`src/rtl/pgmig_pkg.sv`:
```
package pgmig_pkg;

  localparam int unsigned FL_PARTS = 3;
  localparam int unsigned PG_W     = 10;

  typedef enum logic [2:0] {
    ST_IDLE,
    ST_FLUSH,
    ST_COPY,
    ST_PTE,
    ST_REPLAY,
    ST_TLB2,
    ST_TLB1,
    ST_ERR
  } mig_st_e;

  // page length in 4 KB units for a size code
  function automatic logic [PG_W-1:0] pages_of(input logic [1:0] sz);
    logic [PG_W-1:0] one;
    one = {{(PG_W-1){1'b0}}, 1'b1};
    case (sz)
      2'd0:    pages_of = one;
      2'd1:    pages_of = one << 4;
      default: pages_of = one << 9;
    endcase
  endfunction

endpackage

```
`src/rtl/pgmig_rst_sync.sv`:
```
module pgmig_rst_sync (
  input  logic clk,
  input  logic rst_n_i,
  output logic rst_n_o
);

  logic [1:0] sync_q;

  always_ff @(posedge clk or negedge rst_n_i) begin
    if (!rst_n_i) sync_q <= 2'b00;
    else          sync_q <= {sync_q[0], 1'b1};
  end

  assign rst_n_o = sync_q[1];

endmodule

```
`src/rtl/pgmig_flush_track.sv`:
```
module pgmig_flush_track #(
  parameter int unsigned N = 3
) (
  input  logic         clk,
  input  logic         rst_n,
  input  logic         active,
  input  logic [N-1:0] ack,
  output logic [N-1:0] req,
  output logic         all_done
);

  logic [N-1:0] got_q, got_d;

  always_comb begin
    got_d = '0;
    if (active) got_d = got_q | (ack & req);
  end

  always_ff @(posedge clk or negedge rst_n) begin
    if (!rst_n) got_q <= '0;
    else        got_q <= got_d;
  end

  assign req      = active ? ~got_q : '0;
  assign all_done = active && (&(got_q | ack));

  // each flush part stays requested until its own acknowledge
  for (genvar i = 0; i < N; i++) begin : g_chk
    p_flush_held_r2: assert property (@(posedge clk) disable iff (!rst_n)
      req[i] && !ack[i] && active |=> req[i] || !active);
  end

endmodule

```
`src/rtl/pgmig_wait_timer.sv`:
```
module pgmig_wait_timer #(
  parameter int unsigned W = 12
) (
  input  logic         clk,
  input  logic         rst_n,
  input  logic         run,
  input  logic         clr,
  input  logic [W-1:0] limit,
  output logic         expired
);

  localparam logic [W-1:0] ONE = {{(W-1){1'b0}}, 1'b1};

  logic [W-1:0] cnt_q, cnt_d;

  always_comb begin
    cnt_d = cnt_q;
    if (clr || !run)       cnt_d = '0;
    else if (cnt_q != '1)  cnt_d = cnt_q + ONE;
  end

  always_ff @(posedge clk or negedge rst_n) begin
    if (!rst_n) cnt_q <= '0;
    else        cnt_q <= cnt_d;
  end

  assign expired = run && (cnt_q == limit);

  // a running wait never counts past its limit
  p_cnt_bound_r10: assert property (@(posedge clk) disable iff (!rst_n)
    run |-> cnt_q <= limit);

endmodule

```
`src/rtl/pgmig_seq.sv`:
```
module pgmig_seq
  import pgmig_pkg::*;
#(
  parameter int unsigned VPN_W = 36,
  parameter int unsigned PPN_W = 28,
  parameter int unsigned DEV_W = 2,
  parameter int unsigned TMO_W = 12
) (
  input  logic                clk,
  input  logic                rst_n,
  input  logic                fault_valid,
  output logic                fault_ready,
  input  logic [VPN_W-1:0]    fault_vpn,
  input  logic [DEV_W-1:0]    fault_req_dev,
  input  logic [DEV_W-1:0]    fault_own_dev,
  input  logic [PPN_W-1:0]    fault_ppn,
  input  logic [1:0]          fault_psize,
  input  logic [TMO_W-1:0]    tmo_cycles,
  input  logic                err_clr,
  output logic                err,
  output logic [FL_PARTS-1:0] flush_req,
  input  logic [FL_PARTS-1:0] flush_ack,
  output logic                copy_req,
  input  logic                copy_ack,
  input  logic [PPN_W-1:0]    copy_ppn,
  output logic                pte_req,
  input  logic                pte_ack,
  output logic                replay_req,
  input  logic                replay_ack,
  output logic                tlb2_req,
  input  logic                tlb2_ack,
  output logic                tlb1_req,
  input  logic                tlb1_ack,
  output logic [VPN_W-1:0]    op_vpn,
  output logic [DEV_W-1:0]    op_src_dev,
  output logic [DEV_W-1:0]    op_dst_dev,
  output logic [PG_W-1:0]     op_pages,
  output logic [PPN_W-1:0]    op_ppn,
  output logic                done,
  output logic [PPN_W-1:0]    done_ppn,
  output logic [DEV_W-1:0]    done_dev,
  output logic                done_spurious
);

  logic rst_ni;
  mig_st_e st_q, st_d;

  logic [VPN_W-1:0] vpn_q;
  logic [DEV_W-1:0] rdev_q, odev_q;
  logic [PPN_W-1:0] ppn_q, ppn_d;
  logic [1:0]       psz_q;
  logic             spur_q;
  logic             ctx_en, ppn_en;
  logic             done_q, done_d;

  logic accept, fl_active, fl_all, tmr_run, tmr_clr, tmr_exp;

  pgmig_rst_sync u_rst (
    .clk     (clk),
    .rst_n_i (rst_n),
    .rst_n_o (rst_ni)
  );

  assign fault_ready = (st_q == ST_IDLE);
  assign accept      = fault_valid && fault_ready;
  assign fl_active   = (st_q == ST_FLUSH);

  pgmig_flush_track #(.N(FL_PARTS)) u_flush (
    .clk      (clk),
    .rst_n    (rst_ni),
    .active   (fl_active),
    .ack      (flush_ack),
    .req      (flush_req),
    .all_done (fl_all)
  );

  assign tmr_run = (st_q == ST_FLUSH) || (st_q == ST_COPY);
  assign tmr_clr = (st_d != st_q);

  pgmig_wait_timer #(.W(TMO_W)) u_tmr (
    .clk     (clk),
    .rst_n   (rst_ni),
    .run     (tmr_run),
    .clr     (tmr_clr),
    .limit   (tmo_cycles),
    .expired (tmr_exp)
  );

  // next-state logic
  always_comb begin
    st_d = st_q;
    unique case (st_q)
      ST_IDLE:   if (accept) st_d = (fault_req_dev == fault_own_dev) ? ST_TLB2 : ST_FLUSH;
      ST_FLUSH:  if (fl_all) st_d = ST_COPY; else if (tmr_exp) st_d = ST_ERR;
      ST_COPY:   if (copy_ack) st_d = ST_PTE; else if (tmr_exp) st_d = ST_ERR;
      ST_PTE:    if (pte_ack) st_d = ST_REPLAY;
      ST_REPLAY: if (replay_ack) st_d = ST_TLB2;
      ST_TLB2:   if (tlb2_ack) st_d = ST_TLB1;
      ST_TLB1:   if (tlb1_ack) st_d = ST_IDLE;
      ST_ERR:    if (err_clr) st_d = ST_IDLE;
      default:   st_d = ST_IDLE;
    endcase
  end

  always_ff @(posedge clk or negedge rst_ni) begin
    if (!rst_ni) st_q <= ST_IDLE;
    else         st_q <= st_d;
  end

  // migration context, loaded on accept; page number replaced on copy completion
  assign ctx_en = accept;
  assign ppn_en = accept || (copy_req && copy_ack);
  assign ppn_d  = accept ? fault_ppn : copy_ppn;

  always_ff @(posedge clk or negedge rst_ni) begin
    if (!rst_ni) begin
      vpn_q  <= '0;
      rdev_q <= '0;
      odev_q <= '0;
      psz_q  <= '0;
      spur_q <= 1'b0;
    end else if (ctx_en) begin
      vpn_q  <= fault_vpn;
      rdev_q <= fault_req_dev;
      odev_q <= fault_own_dev;
      psz_q  <= fault_psize;
      spur_q <= (fault_req_dev == fault_own_dev);
    end
  end

  always_ff @(posedge clk or negedge rst_ni) begin
    if (!rst_ni)     ppn_q <= '0;
    else if (ppn_en) ppn_q <= ppn_d;
  end

  assign done_d = (st_q == ST_TLB1) && tlb1_ack;

  always_ff @(posedge clk or negedge rst_ni) begin
    if (!rst_ni) done_q <= 1'b0;
    else         done_q <= done_d;
  end

  assign copy_req   = (st_q == ST_COPY);
  assign pte_req    = (st_q == ST_PTE);
  assign replay_req = (st_q == ST_REPLAY);
  assign tlb2_req   = (st_q == ST_TLB2);
  assign tlb1_req   = (st_q == ST_TLB1);
  assign err        = (st_q == ST_ERR);

  assign op_vpn        = vpn_q;
  assign op_src_dev    = odev_q;
  assign op_dst_dev    = rdev_q;
  assign op_pages      = pages_of(psz_q);
  assign op_ppn        = ppn_q;
  assign done          = done_q;
  assign done_ppn      = ppn_q;
  assign done_dev      = rdev_q;
  assign done_spurious = spur_q;

  // copy only starts once the tracker has seen every flush part
  p_copy_after_flush_r3: assert property (@(posedge clk) disable iff (!rst_ni)
    $rose(copy_req) |-> $past(fl_all));

  // first-level refill follows a completed second-level refill
  p_tlb_order_r6: assert property (@(posedge clk) disable iff (!rst_ni)
    $rose(tlb1_req) |-> $past(tlb2_req && tlb2_ack));

  // steps never overlap
  p_one_step_r6: assert property (@(posedge clk) disable iff (!rst_ni)
    $onehot0({|flush_req, copy_req, pte_req, replay_req, tlb2_req, tlb1_req}));

  // done lasts one cycle
  p_done_pulse_r7: assert property (@(posedge clk) disable iff (!rst_ni)
    done |=> !done);

  // a taken fault makes the sequencer busy
  p_busy_r9: assert property (@(posedge clk) disable iff (!rst_ni)
    fault_valid && fault_ready |=> !fault_ready);

  // error is sticky until cleared
  p_err_hold_r11: assert property (@(posedge clk) disable iff (!rst_ni)
    err && !err_clr |=> err);

  // no request leaves the block in error
  p_err_quiet_r11: assert property (@(posedge clk) disable iff (!rst_ni)
    err |-> !(|flush_req || copy_req || pte_req || replay_req || tlb2_req || tlb1_req));

endmodule

```
`config.mk`:
```
export PLATFORM = sky130hd
export DESIGN_NAME = pgmig_seq
export DESIGN_NICKNAME = d
export VERILOG_FILES = /design/src/rtl/pgmig_pkg.sv /design/src/rtl/pgmig_rst_sync.sv /design/src/rtl/pgmig_flush_track.sv /design/src/rtl/pgmig_wait_timer.sv /design/src/rtl/pgmig_seq.sv
export SDC_FILE = /design/constraint.sdc
export NUM_CORES = 1
export LEC_CHECK = 0
export ABC_AREA = 1
export BUFFER_PORTS_ARGS = -buffer_cell sky130_fd_sc_hd__buf_2
export CORE_ASPECT_RATIO = 0.7
export CORE_MARGIN = 10
export CORE_UTILIZATION = 40
export CTS_BUF_LIST = sky130_fd_sc_hd__clkbuf_4
export DETAILED_ROUTE_END_ITERATION = 6
export GPL_TIMING_DRIVEN = 1
export PLACE_DENSITY = 0.72
export SYNTH_ARGS = -nofsm -noshare
export SYNTH_HDL_FRONTEND = slang
export SYNTH_SLANG_ARGS = --single-unit
```
`constraint.sdc`:
```
create_clock -name clk -period 4.4 [get_ports clk]
set_clock_uncertainty 0.05 [all_clocks]
set_input_delay 1.1 -clock clk [delete_from_list [all_inputs] [get_ports clk]]
set_output_delay 1.1 -clock clk [all_outputs]
set_load 0.1 [all_outputs]
```
==> tab_implementation.tex <==
\begin{tabular}{lr}
\hline
Metric & Value \\
\hline
\multicolumn{2}{l}{\textbf{Run status}} \\
\quad Result of the run & finished clean \\
\multicolumn{2}{l}{\textbf{Clock network}} \\
\quad Maximum buffer depth of the clock tree & 2 \\
\quad Hold bufs inserted after CTS & 0 \\
\quad CTS tree & built \\
\quad TritonCTS sink count & 92 \\
\quad Count of buffers added by post-CTS timing repair for setup & 0 \\
\quad Clock latency reported for the late side of the worst-skew pair & 0.43 ns \\
\quad CTS Root Cell & clkbuf\_4 \\
\quad Num CTS Buffers & 9 \\
\quad Count of instances resized after the clock tree is built & 0 \\
\quad Max H-tree Level & 3 \\
\quad Clock transition at the registers of the reported paths & 0.15 ns \\
\multicolumn{2}{l}{\textbf{STA}} \\
\quad RSZ-0062 raised after global routing & no \\
\quad Finish-stage setup viols & 0 \\
\quad Worst slack on hold paths & 0.318 ns \\
\quad Top achievable clock speed & 336 MHz \\
\quad Final min period & 2.98 ns \\
\quad Final hold violation count & 0 \\
\quad Summed negative setup slack over all endpoints & 0 ns \\
\quad Pins Over Slew Limit & 0 \\
\quad Part of the cycle the worst path needs & 67.6\% \\
\quad Worst-case headroom to the max-slew limit & 52.8\% \\
\quad Slew at the pin with the worst max-slew slack & 0.708 ns \\
\multicolumn{2}{l}{\textbf{Floorplan}} \\
\quad Die height & 110 µm \\
\quad Width of the die & 149 µm \\
\quad \# rows & 32 \\
\quad Initial core utilization & 41.7\% \\
\quad Die Outline Area & 16500 µm² \\
\quad Boundary pin count & 242 \\
\quad Placeable core area & 11200 µm² \\
\multicolumn{2}{l}{\textbf{Logic synthesis}} \\
\quad Sequential element share of the synthesized area & 49.2\% \\
\quad Synth Warn \# & 0 \\
\quad Cell type with the largest total area after synthesis & dfrtp\_1 \\
\quad Yosys top cell area share & 49.2\% \\
\quad Number of enable flip-flop cells after synthesis & 0 \\
\quad Mean instance size in the synthesized netlist & 7.90 µm² \\
\quad Number of distinct library cell variants in the gate-level netlist after synthesis & 33 \\
\quad Seq cells post-synth & 92 \\
\quad Cell with the most instances after synthesis & nand2\_1 \\
\quad Most used standard cells in the synthesized netlist & nand2\_1, dfrtp\_1, o21ai\_0 \\
\quad Area of the mapped netlist & 4680 µm² \\
\quad Cell types occupying the most area after synthesis & dfrtp\_1, nand2\_1, o21ai\_0, buf\_4, nor2\_1 \\
\quad Number of instances in the synthesized netlist & 592 \\
\quad Share of async-settable or async-resettable flops after synthesis & 100\% \\
\quad Dominant synthesized flop cell & dfrtp\_1 \\
\multicolumn{2}{l}{\textbf{Global routing}} \\
\quad Pin count of the biggest net entering global routing & 59 \\
\quad Initial antenna violation count & 0 \\
\quad Top Usage Layer GRT & met2 \\
\quad Met2 demand-to-capacity share in global routing & 26.8\% \\
\quad Global-route track usage on met1 & 21.8\% \\
\quad Wire length of the first global-routing pass & 23100 µm \\
\quad Number of global-route vias before repair & 4261 \\
\quad GRT Util Overall & 17.1\% \\
\quad Total global routing overflow & 0 \\
\quad GR Layer Usage met3 & 6.68\% \\
\multicolumn{2}{l}{\textbf{Place}} \\
\quad Detailed placer's ending HPWL & 11500 µm \\
\quad Placed instance count & 926 \\
\quad PortBufs & 234 \\
\quad Placement Cell Area & 5710 µm² \\
\quad Routability congestion estimate from global placement & 0.836 \\
\multicolumn{2}{l}{\textbf{Detailed routing}} \\
\quad Routed wire length per instance & 15.7 µm \\
\quad DR iter-0 viols & 205 \\
\quad Residual DRC count & 0 \\
\quad DR pass1 iterations & 5 \\
\quad Sum of routed wire length over all layers & 14800 µm \\
\quad DR vias/cell & 4.69 \\
\quad Post-route ant nets & 0 \\
\quad Via count & 4420 \\
\multicolumn{2}{l}{\textbf{Setup path}} \\
\quad Buf/Inv on CP & 2 \\
\quad Critical path launch point type & flip-flop \\
\quad Req. time, crit path & 3.25 ns \\
\quad Element type at the critical path end & primary output \\
\quad Type of the worst setup path & flip-flop to primary output \\
\quad Arrival time at the worst endpoint & 1.83 ns \\
\quad Cell with the largest stage delay on the worst path & dfrtp\_1 \\
\quad Critical-path cell list & inv\_4 > nor3\_1 > buf\_2 \\
\quad Worst-path fanout max & 10 \\
\quad Top cell family by delay on the critical path & buffers and inverters \\
\quad Delay of the slowest cell on the worst path & 0.52 ns \\
\quad Minimum setup slack among reg-to-reg paths & 1.57 ns \\
\multicolumn{2}{l}{\textbf{Cells and area}} \\
\quad Ratio of cells with drive above 1 in the final layout & 36.8\% \\
\quad Synth-to-layout area growth & 25.2\% \\
\quad Antenna Diode Count & 0 \\
\quad Layout Nets & 907 \\
\quad Total non-filler cell area in the finished layout & 5850 µm² \\
\quad Final instance count without filler cells & 942 \\
\multicolumn{2}{l}{\textbf{Job}} \\
\quad Max-cap violations & 0 \\
\multicolumn{2}{l}{\textbf{Worst hold path}} \\
\quad Hold Path Class & flip-flop to flip-flop \\
\hline
\end{tabular}
path summary, 6_finish.rpt:
kind | startpoint | endpoint | cells past startpoint
min in group asynchronous | u_rst.sync_q[1] | op_vpn[18] | 0
hold / removal | u_rst.sync_q[0] | u_rst.sync_q[1] | 0
setup / recovery | st_q[2] | replay_req | 3
max in group asynchronous | u_rst.sync_q[1] | done_ppn[19] | 1
hold reg to reg | u_rst.sync_q[0] | u_rst.sync_q[1] | 0
setup reg to reg | st_q[2] | u_tmr.cnt_q[11] | 10
cell type report:
cell class              count  area (µm²)
clock inverters             6        70.1
flip-flops and latches     92        2310
well taps                 153         191
inverters                  40         155
clock buffers              10        75.1
multi-input cells         404        1860
fillers                  1090        5360
repair buffers            237        1190
flip-flops by register name, summed over array words and instances (netlist names):
name           count
done_spurious      1
done               1
op_src_dev         2
st_q               3
done_dev           2
psz_q              2
u_flush.got_q      3
done_ppn          28
u_rst.sync_q       2
u_tmr.cnt_q       12
op_vpn            36
cell usage in the layout (no fill, tap or decap), types with 2 or more instances in the layout:
cell / count
or2_2: 2
nand2_2: 3
o21ai_0: 58
clkbuf_4: 10
inv_1: 33
nand4_1: 4
buf_4: 3
nor2_4: 2
nand3_2: 4
dfrtp_1: 91
inv_4: 2
o21ai_1: 6
nor3_1: 3
nand3_1: 38
nor2_1: 54
xnor2_1: 4
nor2_2: 10
buf_2: 234
inv_6: 2
inv_2: 5
a21oi_2: 2
nand2_1: 191
xor2_1: 6
clkinvlp_4: 3
conb_1: 8
kinds of logic after synthesis:
kind of cell               count (synthesis)  synth area share [%]
buffers and inverters                    102                  11.6
AOI/OAI and AO/OA                         69                  7.68
xor gates and xnor gates                  10                  1.87
other                                      2                 0.161
adders and majority gates                  1                 0.268
and+or+nand+nor                          316                  29.2
DFF                                       92                  49.2
per-stage QoR:
| step | util, % | setup slack [ns] |
|---|---|---|
| after floorplan | - | 0.631 |
| after global placement | 50.9 | 1.21 |
| after detailed placement | 50.9 | 1.12 |
| after CTS | 52.2 | 1.40 |
| after global routing | 52.2 | 1.29 |
| final | 52.2 | 1.42 |
per-layer routing:
| metal | vias to the layer above | share of wire, % |
|---|---|---|
| met5 | - | 0 |
| met2 | 188 | 45 |
| met3 | 11 | 9.8 |
| met1 | 2026 | 44 |
| met4 | 0 | 0.81 |
| li1 | 2195 | - |
Power is not shown: default switching activity piles up to over one toggle a cycle in this logic, so the estimate is an artifact.
